===== src/rtl/rxr_pkg.sv =====
package rxr_pkg;
   localparam int USED_BIT  = 0;
   localparam int WRAP_BIT  = 1;
   localparam int SOF_BIT   = 14;
   localparam int EOF_BIT   = 15;
   localparam int IRQ_N     = 3;
   localparam int IRQ_DONE  = 0;
   localparam int IRQ_BNA   = 1;
   localparam int IRQ_OVR   = 2;

   typedef struct packed {
      logic       sof;
      logic       eof;
      logic [7:0] data;
   } rx_byte_t;

   typedef enum logic [2:0] {
      ST_IDLE, ST_FETCH, ST_CHECK, ST_DATA, ST_WSTAT, ST_WADDR, ST_DROP
   } wr_state_t;
endpackage


===== src/rtl/rxr_fifo.sv =====
module rxr_fifo #(
   parameter int W     = 10,
   parameter int DEPTH = 4
) (
   input  logic         clk,
   input  logic         rst_n,
   input  logic         flush,
   input  logic         push,
   input  logic [W-1:0] din,
   input  logic         pop,
   output logic [W-1:0] dout,
   output logic         empty,
   output logic         full
);
   generate
      if (DEPTH == 1) begin : g_single
         logic         vld_q;
         logic [W-1:0] dat_q;
         always_ff @(posedge clk or negedge rst_n) begin
            if (!rst_n) begin
               vld_q <= 1'b0;
               dat_q <= '0;
            end else if (flush) begin
               vld_q <= 1'b0;
            end else begin
               if (pop) vld_q <= 1'b0;
               if (push) begin
                  vld_q <= 1'b1;
                  dat_q <= din;
               end
            end
         end
         assign dout  = dat_q;
         assign empty = !vld_q;
         assign full  = vld_q;
      end else begin : g_ring
         localparam int PW = $clog2(DEPTH);
         localparam int CW = $clog2(DEPTH + 1);
         logic [W-1:0]  store [DEPTH];
         logic [PW-1:0] wp, rp;
         logic [CW-1:0] cnt;
         logic          do_push, do_pop;
         assign do_push = push && !full;
         assign do_pop  = pop && !empty;
         always_ff @(posedge clk or negedge rst_n) begin
            if (!rst_n) begin
               wp  <= '0;
               rp  <= '0;
               cnt <= '0;
            end else if (flush) begin
               wp  <= '0;
               rp  <= '0;
               cnt <= '0;
            end else begin
               if (do_push) wp <= (wp == PW'(DEPTH - 1)) ? '0 : wp + PW'(1);
               if (do_pop)  rp <= (rp == PW'(DEPTH - 1)) ? '0 : rp + PW'(1);
               if (do_push && !do_pop)      cnt <= cnt + CW'(1);
               else if (do_pop && !do_push) cnt <= cnt - CW'(1);
            end
         end
         always_ff @(posedge clk) begin
            if (do_push) store[wp] <= din;
         end
         assign dout  = store[rp];
         assign empty = (cnt == '0);
         assign full  = (cnt == CW'(DEPTH));
      end
   endgenerate
endmodule


===== src/rtl/rxr_irq.sv =====
module rxr_irq #(
   parameter int N = 3
) (
   input  logic         clk,
   input  logic         rst_n,
   input  logic [N-1:0] set,
   input  logic [N-1:0] clr,
   output logic [N-1:0] status,
   output logic         irq
);
   generate
      for (genvar i = 0; i < N; i++) begin : g_flag
         always_ff @(posedge clk or negedge rst_n) begin
            if (!rst_n)      status[i] <= 1'b0;
            else if (set[i]) status[i] <= 1'b1;
            else if (clr[i]) status[i] <= 1'b0;
         end
      end
   endgenerate
   assign irq = |status;
endmodule


===== src/rtl/rxr_engine.sv =====
module rxr_engine
   import rxr_pkg::*;
#(
   parameter int AW        = 32,
   parameter int BUF_BYTES = 128,
   parameter int LEN_W     = 12
) (
   input  logic          clk,
   input  logic          rst_n,
   input  logic          rx_en,
   input  logic [AW-1:0] ring_base,
   input  rx_byte_t      head,
   input  logic          head_vld,
   output logic          pop,
   output logic          mem_req,
   output logic          mem_we,
   output logic [AW-1:0] mem_addr,
   output logic [3:0]    mem_be,
   output logic [31:0]   mem_wdata,
   input  logic [31:0]   mem_rdata,
   output logic          set_done,
   output logic          set_bna
);
   localparam int OFF_W = $clog2(BUF_BYTES);

   wr_state_t        st, st_nx;
   logic [AW-1:0]    desc_ptr;
   logic [31:0]      addr_word;
   logic [OFF_W-1:0] frag_cnt;
   logic             frag_used, frag_sof, close_eof, in_frame;
   logic [LEN_W-1:0] frame_len, len_now;
   logic [AW-1:0]    byte_addr;
   logic [31:0]      stat_word;
   logic             last_slot;

   assign byte_addr = AW'({addr_word[31:2], 2'b00}) + AW'(frag_cnt);
   assign len_now   = head.sof ? LEN_W'(1) : frame_len + LEN_W'(1);
   assign last_slot = (frag_cnt == OFF_W'(BUF_BYTES - 1));

   always_comb begin
      stat_word          = '0;
      stat_word[SOF_BIT] = frag_sof;
      stat_word[EOF_BIT] = close_eof;
      if (close_eof) stat_word[LEN_W-1:0] = frame_len;
   end

   always_comb begin
      st_nx     = st;
      pop       = 1'b0;
      mem_req   = 1'b0;
      mem_we    = 1'b0;
      mem_addr  = desc_ptr;
      mem_be    = 4'hF;
      mem_wdata = '0;
      set_done  = 1'b0;
      set_bna   = 1'b0;
      case (st)
         ST_IDLE: if (rx_en && head_vld) begin
            if (head.sof || in_frame) st_nx = ST_FETCH;
            else                      pop   = 1'b1;
         end
         ST_FETCH: begin
            mem_req = 1'b1;
            st_nx   = ST_CHECK;
         end
         ST_CHECK: if (mem_rdata[USED_BIT]) begin
            set_bna = 1'b1;
            pop     = 1'b1;
            st_nx   = head.eof ? ST_IDLE : ST_DROP;
         end else begin
            st_nx = ST_DATA;
         end
         ST_DATA: if (head_vld) begin
            if (head.sof && frag_used) begin
               st_nx = ST_WSTAT;
            end else begin
               mem_req   = 1'b1;
               mem_we    = 1'b1;
               mem_addr  = byte_addr;
               mem_be    = 4'b0001 << byte_addr[1:0];
               mem_wdata = {4{head.data}};
               pop       = 1'b1;
               if (head.eof || last_slot) st_nx = ST_WSTAT;
            end
         end
         ST_WSTAT: begin
            mem_req   = 1'b1;
            mem_we    = 1'b1;
            mem_addr  = desc_ptr + AW'(4);
            mem_wdata = stat_word;
            st_nx     = ST_WADDR;
         end
         ST_WADDR: begin
            mem_req   = 1'b1;
            mem_we    = 1'b1;
            mem_wdata = addr_word | 32'h1;
            set_done  = close_eof;
            st_nx     = ST_IDLE;
         end
         ST_DROP: if (head_vld) begin
            if (head.sof) begin
               st_nx = ST_IDLE;
            end else begin
               pop = 1'b1;
               if (head.eof) st_nx = ST_IDLE;
            end
         end
         default: st_nx = ST_IDLE;
      endcase
   end

   always_ff @(posedge clk or negedge rst_n) begin
      if (!rst_n) begin
         st        <= ST_IDLE;
         desc_ptr  <= '0;
         addr_word <= '0;
         frag_cnt  <= '0;
         frag_used <= 1'b0;
         frag_sof  <= 1'b0;
         close_eof <= 1'b0;
         in_frame  <= 1'b0;
         frame_len <= '0;
      end else if (!rx_en) begin
         st        <= ST_IDLE;
         desc_ptr  <= ring_base;
         in_frame  <= 1'b0;
         frag_used <= 1'b0;
      end else begin
         st <= st_nx;
         case (st)
            ST_CHECK: if (mem_rdata[USED_BIT]) begin
               in_frame <= 1'b0;
            end else begin
               addr_word <= mem_rdata;
               frag_cnt  <= '0;
               frag_used <= 1'b0;
               frag_sof  <= 1'b0;
            end
            ST_DATA: if (head_vld) begin
               if (head.sof && frag_used) begin
                  close_eof <= 1'b0;
               end else begin
                  frag_used <= 1'b1;
                  frag_cnt  <= frag_cnt + OFF_W'(1);
                  frame_len <= len_now;
                  close_eof <= head.eof;
                  if (head.sof) begin
                     frag_sof <= 1'b1;
                     in_frame <= 1'b1;
                  end
               end
            end
            ST_WADDR: begin
               desc_ptr  <= addr_word[WRAP_BIT] ? ring_base : desc_ptr + AW'(8);
               frag_used <= 1'b0;
               if (close_eof) in_frame <= 1'b0;
            end
            default: ;
         endcase
      end
   end
endmodule


===== src/rtl/rxring_writer.sv =====
module rxring_writer
   import rxr_pkg::*;
#(
   parameter int AW         = 32,
   parameter int BUF_BYTES  = 128,
   parameter int LEN_W      = 12,
   parameter int FIFO_DEPTH = 4
) (
   input  logic             clk,
   input  logic             rst_n,
   input  logic             rx_en,
   input  logic [AW-1:0]    ring_base,
   input  logic             in_valid,
   input  logic [7:0]       in_data,
   input  logic             in_sof,
   input  logic             in_eof,
   output logic             mem_req,
   output logic             mem_we,
   output logic [AW-1:0]    mem_addr,
   output logic [3:0]       mem_be,
   output logic [31:0]      mem_wdata,
   input  logic [31:0]      mem_rdata,
   input  logic [IRQ_N-1:0] irq_clr,
   output logic [IRQ_N-1:0] irq_status,
   output logic             irq
);
   localparam int BW = $bits(rx_byte_t);

   if (BUF_BYTES < 4 || (BUF_BYTES & (BUF_BYTES - 1)) != 0) begin : g_bad_buf
      $error("BUF_BYTES must be a power of two of at least 4");
   end
   if (LEN_W < 1 || LEN_W > SOF_BIT) begin : g_bad_len
      $error("LEN_W must fit below the start-of-frame bit");
   end
   if (FIFO_DEPTH < 1) begin : g_bad_depth
      $error("FIFO_DEPTH must be at least 1");
   end
   if (AW < 8 || AW > 32) begin : g_bad_aw
      $error("AW must lie between 8 and 32");
   end

   rx_byte_t   in_b, head;
   logic       drop_q, accept, discard, push, pop, f_empty, f_full, set_ovr;
   logic       set_done, set_bna;
   logic [BW-1:0] head_bits;

   assign in_b    = '{sof: in_sof, eof: in_eof, data: in_data};
   assign accept  = in_valid && rx_en;
   assign discard = drop_q && !in_sof;
   assign push    = accept && !discard && !f_full;
   assign set_ovr = accept && !discard && f_full;
   assign head    = rx_byte_t'(head_bits);

   always_ff @(posedge clk or negedge rst_n) begin
      if (!rst_n)          drop_q <= 1'b0;
      else if (!rx_en)     drop_q <= 1'b0;
      else if (accept) begin
         if (discard)      drop_q <= !in_eof;
         else if (f_full)  drop_q <= !in_eof;
         else              drop_q <= 1'b0;
      end
   end

   rxr_fifo #(.W(BW), .DEPTH(FIFO_DEPTH)) u_fifo (
      .clk(clk), .rst_n(rst_n), .flush(!rx_en), .push(push), .din(in_b),
      .pop(pop), .dout(head_bits), .empty(f_empty), .full(f_full)
   );

   rxr_engine #(.AW(AW), .BUF_BYTES(BUF_BYTES), .LEN_W(LEN_W)) u_eng (
      .clk(clk), .rst_n(rst_n), .rx_en(rx_en), .ring_base(ring_base),
      .head(head), .head_vld(!f_empty), .pop(pop),
      .mem_req(mem_req), .mem_we(mem_we), .mem_addr(mem_addr),
      .mem_be(mem_be), .mem_wdata(mem_wdata), .mem_rdata(mem_rdata),
      .set_done(set_done), .set_bna(set_bna)
   );

   rxr_irq #(.N(IRQ_N)) u_irq (
      .clk(clk), .rst_n(rst_n), .set({set_ovr, set_bna, set_done}),
      .clr(irq_clr), .status(irq_status), .irq(irq)
   );
endmodule


===== config.mk =====
export PLATFORM = sky130hd
export DESIGN_NAME = rxring_writer
export DESIGN_NICKNAME = d
export VERILOG_FILES = /design/src/rtl/rxr_pkg.sv /design/src/rtl/rxr_fifo.sv /design/src/rtl/rxr_irq.sv /design/src/rtl/rxr_engine.sv /design/src/rtl/rxring_writer.sv
export SDC_FILE = /design/constraint.sdc
export NUM_CORES = 1
export LEC_CHECK = 0
export ABC_CLOCK_PERIOD_IN_PS = 4600
export BUFFER_PORTS_ARGS = -buffer_cell sky130_fd_sc_hd__buf_2
export CAP_MARGIN = 15
export CORE_MARGIN = 2
export CORE_UTILIZATION = 50
export DETAILED_ROUTE_END_ITERATION = 12
export PLACE_DENSITY = 0.73
export SLEW_MARGIN = 20
export SYNTH_ARGS = -nofsm -noshare
export SYNTH_HDL_FRONTEND = slang
export SYNTH_SLANG_ARGS = --single-unit

===== constraint.sdc =====
create_clock -name clk -period 4.6 [get_ports clk]
set_input_delay 0.23 -clock clk [delete_from_list [all_inputs] [get_ports clk]]
set_output_delay 0.23 -clock clk [all_outputs]
set_load 0.02 [all_outputs]

==> summary.txt <==
Worst setup path
  – Critical setup path kind: flop to primary output
  – CP Capture Type: primary output
  – Maximum fanout along the worst path: 14
  – Critical Path RT: 4.37 ns
  – Cells along the critical path: mux2_2, a221o_1, nor2_2, nor2_1, o21ai_0, o311ai_0, buf_2
  – Crit path DAT: 3.58 ns
  – CP max stage delay: 0.71 ns
  – Slowest cell on crit path: dfrtp_1
  – R2R cell count: 9
  – Crit path launch type: flop

Die
  – Die width: 137 um
  – # rows: 48
  – IO Pins: 155
  – Die H: 137 um
  – Initial Utilization: 0.510
  – Die area: 0.0187 mm^2
  – Core area: 0.0172 mm^2

STA
  – Final worst slack: 0.786 ns
  – Slew headroom: 0.340
  – Endpoints failing hold: 0
  – Clock skew: 0.0101 ns
  – Tmin final: 3.81 ns
  – Worst-Margin Slew: 0.987 ns
  – Unrepaired setup endpoints after global routing: no
  – Setup TNS Final: 0 ns
  – Final slew viol count: 0
  – Hold WS: 0.00915 ns
  – Setup-failing EPs final: 0
  – Final period util: 0.829
  – Achievable clock frequency: 0.262 GHz

Clocking
  – H-tree levels: 4
  – Clock Root Buffer: clkbuf_16
  – Clk buf depth: 2
  – TritonCTS clock tree: yes
  – Num CTS Buffers: 17
  – TritonCTS Sinks: 140
  – CTS clock-pin slew for the worst setup and hold paths: 0.06 ns
  – Clock Latency Late Sink: 0.43 ns
  – Setup Fix Bufs, Post-CTS: 0

Finish
  – Final #Nets: 1,170
  – Finished Layout Cells: 1,308
  – # fillers: 1,484
  – Area delta synth->final: 17.3%
  – Final instance area: 0.0103 mm^2
  – Final Util: 0.599
  – Antenna cells: 0
  – Fraction of final layout cells sized beyond drive strength 1: 0.235

Hold path
  – HP Class: input port to flop
  – Hold Path Depth: 1

Logic synthesis
  – Yosys top cell area share: 0.285
  – Mapped Area: 0.00879 mm^2
  – Synth unique cells: 72
  – Most frequent cell after synthesis: dfrtp_1
  – Total number of yosys warnings: 0
  – Post-Syn Instances: 943
  – Largest area contributor in the netlist: dfrtp_1
  – Syn nets: 1,043
  – EDFF count, synth: 40
  – Synth area leaders: dfrtp_1 28%, edfxtp_1 14%, mux2_2 4.6%, o21ai_0 4.4%, nand2_1 3.5%
  – Register area share after synthesis: 0.421
  – Async SR Flop Fraction: 0.714
  – Syn avg cell area: 9.33 um^2
  – Post-synth top cells: 100 x dfrtp_1, 83 x nand2_1, 77 x o21ai_0, 70 x nor2_1, 62 x a21oi_1
  – Synth Register Bits: 140
  – Top FF cell, synth: dfrtp_1

Placement
  – DP Worst Slack: 1.27 ns
  – Placed Area: 0.00970 mm^2
  – Placed cell count: 1,273
  – GPL Wtd Cong: 0.940
  – Count of port buffers added during placement: 154
  – DP Wirelength: 19,600 um

Detailed routing
  – Via density: 6.40
  – Pre-antenna DRT Iters: 6
  – DR vias: 8,366
  – Post-route ant nets: 0
  – Initial DRC Count: 984
  – WL/cell: 20.8 um
  – # DRC: 0
  – Total wire length: 27,200 um

Power and ir drop
  – Power, Total: 6.16 mW
  – P per Cell Area: 597 mW/mm^2
  – Peak supply drop: 0.316 mV
  – Leakage Power: 4.44 nW

GRT
  – Largest net degree at the start of global routing: 68
  – Initial antenna violation count: 0
  – Aggregate global routing overflow: 0
  – First-pass GRT wire length: 41,600 um
  – Vias in the first global route: 7,385
  – Total track usage: 0.291

Run status
  – Run status: complete, no violations

Flow run
  – MaxCap Viol Count: 0
-- metal layers --
layer	wire [um]	track usage	up-vias
met4	709	0.0897	0
met2	12500	0.446	440
met1	11500	0.412	4064
li1	-	-	3803
met5	0	0	-
met3	2470	0.0663	59
-- registers in the layout, summed over array words and instances, names as in the netlist --
name	cells
u_fifo.g_ring.store	40
u_eng.desc_ptr	32
u_eng.addr_word	31
u_eng.frame_len	12
u_eng.frag_cnt	7
u_eng.st	3
u_fifo.g_ring.cnt	3
u_irq.status	3
u_fifo.g_ring.rp	2
u_fifo.g_ring.wp	2
drop_q	1
u_eng.close_eof	1
u_eng.frag_sof	1
u_eng.frag_used	1
u_eng.in_frame	1
-- critical path, delay by kind of cell (launching register included) --
kind | cells | cell delay, ns
compound gates | 3 | 0.94
buf+inv | 1 | 0.22
flops | 1 | 0.71
mux | 1 | 0.45
simple gates | 2 | 0.82
-- cell type report --
cell class / count / area (um^2) / share of cell area
inverters: 27 / 101 / 0.00982
flip-flops and latches: 140 / 3700 / 0.359
clock buffers: 17 / 425 / 0.0412
clock inverters: 15 / 161 / 0.0156
well taps: 225 / 282 / 0.0273
multi-input cells: 713 / 4740 / 0.459
repair buffers: 171 / 908 / 0.0880
-- power breakdown --
part	leakage (nW)	switching (mW)	internal, mW
clock	0.291	0.587	0.808
sequential	1.60	0.613	1.61
combinational	2.55	1.52	1.03
-- kinds of logic (layout without fill, tap and decap cells) --
family / after synthesis / count (layout) / synth area share
buffers and inverters: 90 / 230 / 0.0417
xor gates and xnor gates: 30 / 30 / 0.0299
and+or+nand+nor: 318 / 318 / 0.178
muxes: 55 / 55 / 0.0819
DFF: 140 / 140 / 0.421
adders and majority gates: 19 / 19 / 0.0287
AOI/OAI and AO/OA: 291 / 291 / 0.219
-- path summary, 6_finish.rpt --
kind                                                 startpoint                             endpoint  slack, ns
worst max-delay path            u_fifo.g_ring.rp[1]$_DFFE_PN0P_                         mem_addr[22]       0.79
worst min-delay path                                 in_data[4]  u_fifo.g_ring.store[3][4]$_DFFE_PP_      0.009
worst max register to register  u_fifo.g_ring.rp[0]$_DFFE_PN0P_     u_fifo.g_ring.cnt[2]$_DFFE_PN0P_       1.30
worst min register to register       u_eng.frag_sof$_DFFE_PN0P_           u_eng.frag_sof$_DFFE_PN0P_       0.50
max in group asynchronous                                 rst_n       u_eng.desc_ptr[27]$_DFFE_PN0P_       3.12
min in group asynchronous                                 rst_n        u_eng.desc_ptr[1]$_DFFE_PN0P_       0.45
-- placed cells by master (no fill, tap or decap), types with 5 or more instances in the layout --
cell type  Yosys  layout
buf_2          8     153
dfrtp_1      100     100
nand2_1       83      83
o21ai_0       77      77
nor2_1        70      69
a21oi_1       62      62
edfxtp_1      40      40
nand3_1       37      37
mux2_2        36      36
and3_1        27      27
inv_1         25      25
nor3_1        23      22
a21o_1        22      22
nand4_1       20      20
xnor2_1       18      18
ha_1          17      17
clkbuf_16      0      17
o22ai_1       16      16
buf_4          3      15
a221o_1       14      14
a31oi_1       14      14
or3_1         13      13
xor2_1        12      12
o211ai_1      12      12
and2_1        10      10
mux4_2        10      10
mux2i_1        9       9
nand2b_1       7       7
o21a_1         7       7
and4_1         7       7
o221ai_1       7       7
nor2b_1        6       6
nor4_1         6       6
a22oi_1        6       6
a211o_1        5       5
-- timing repair --
item,in CTS,in global routing
endpoints found under the hold margin,68,0
hold buffers,3,0
resized for setup,0,0
Note: power is estimated with default switching activity, not from simulation.
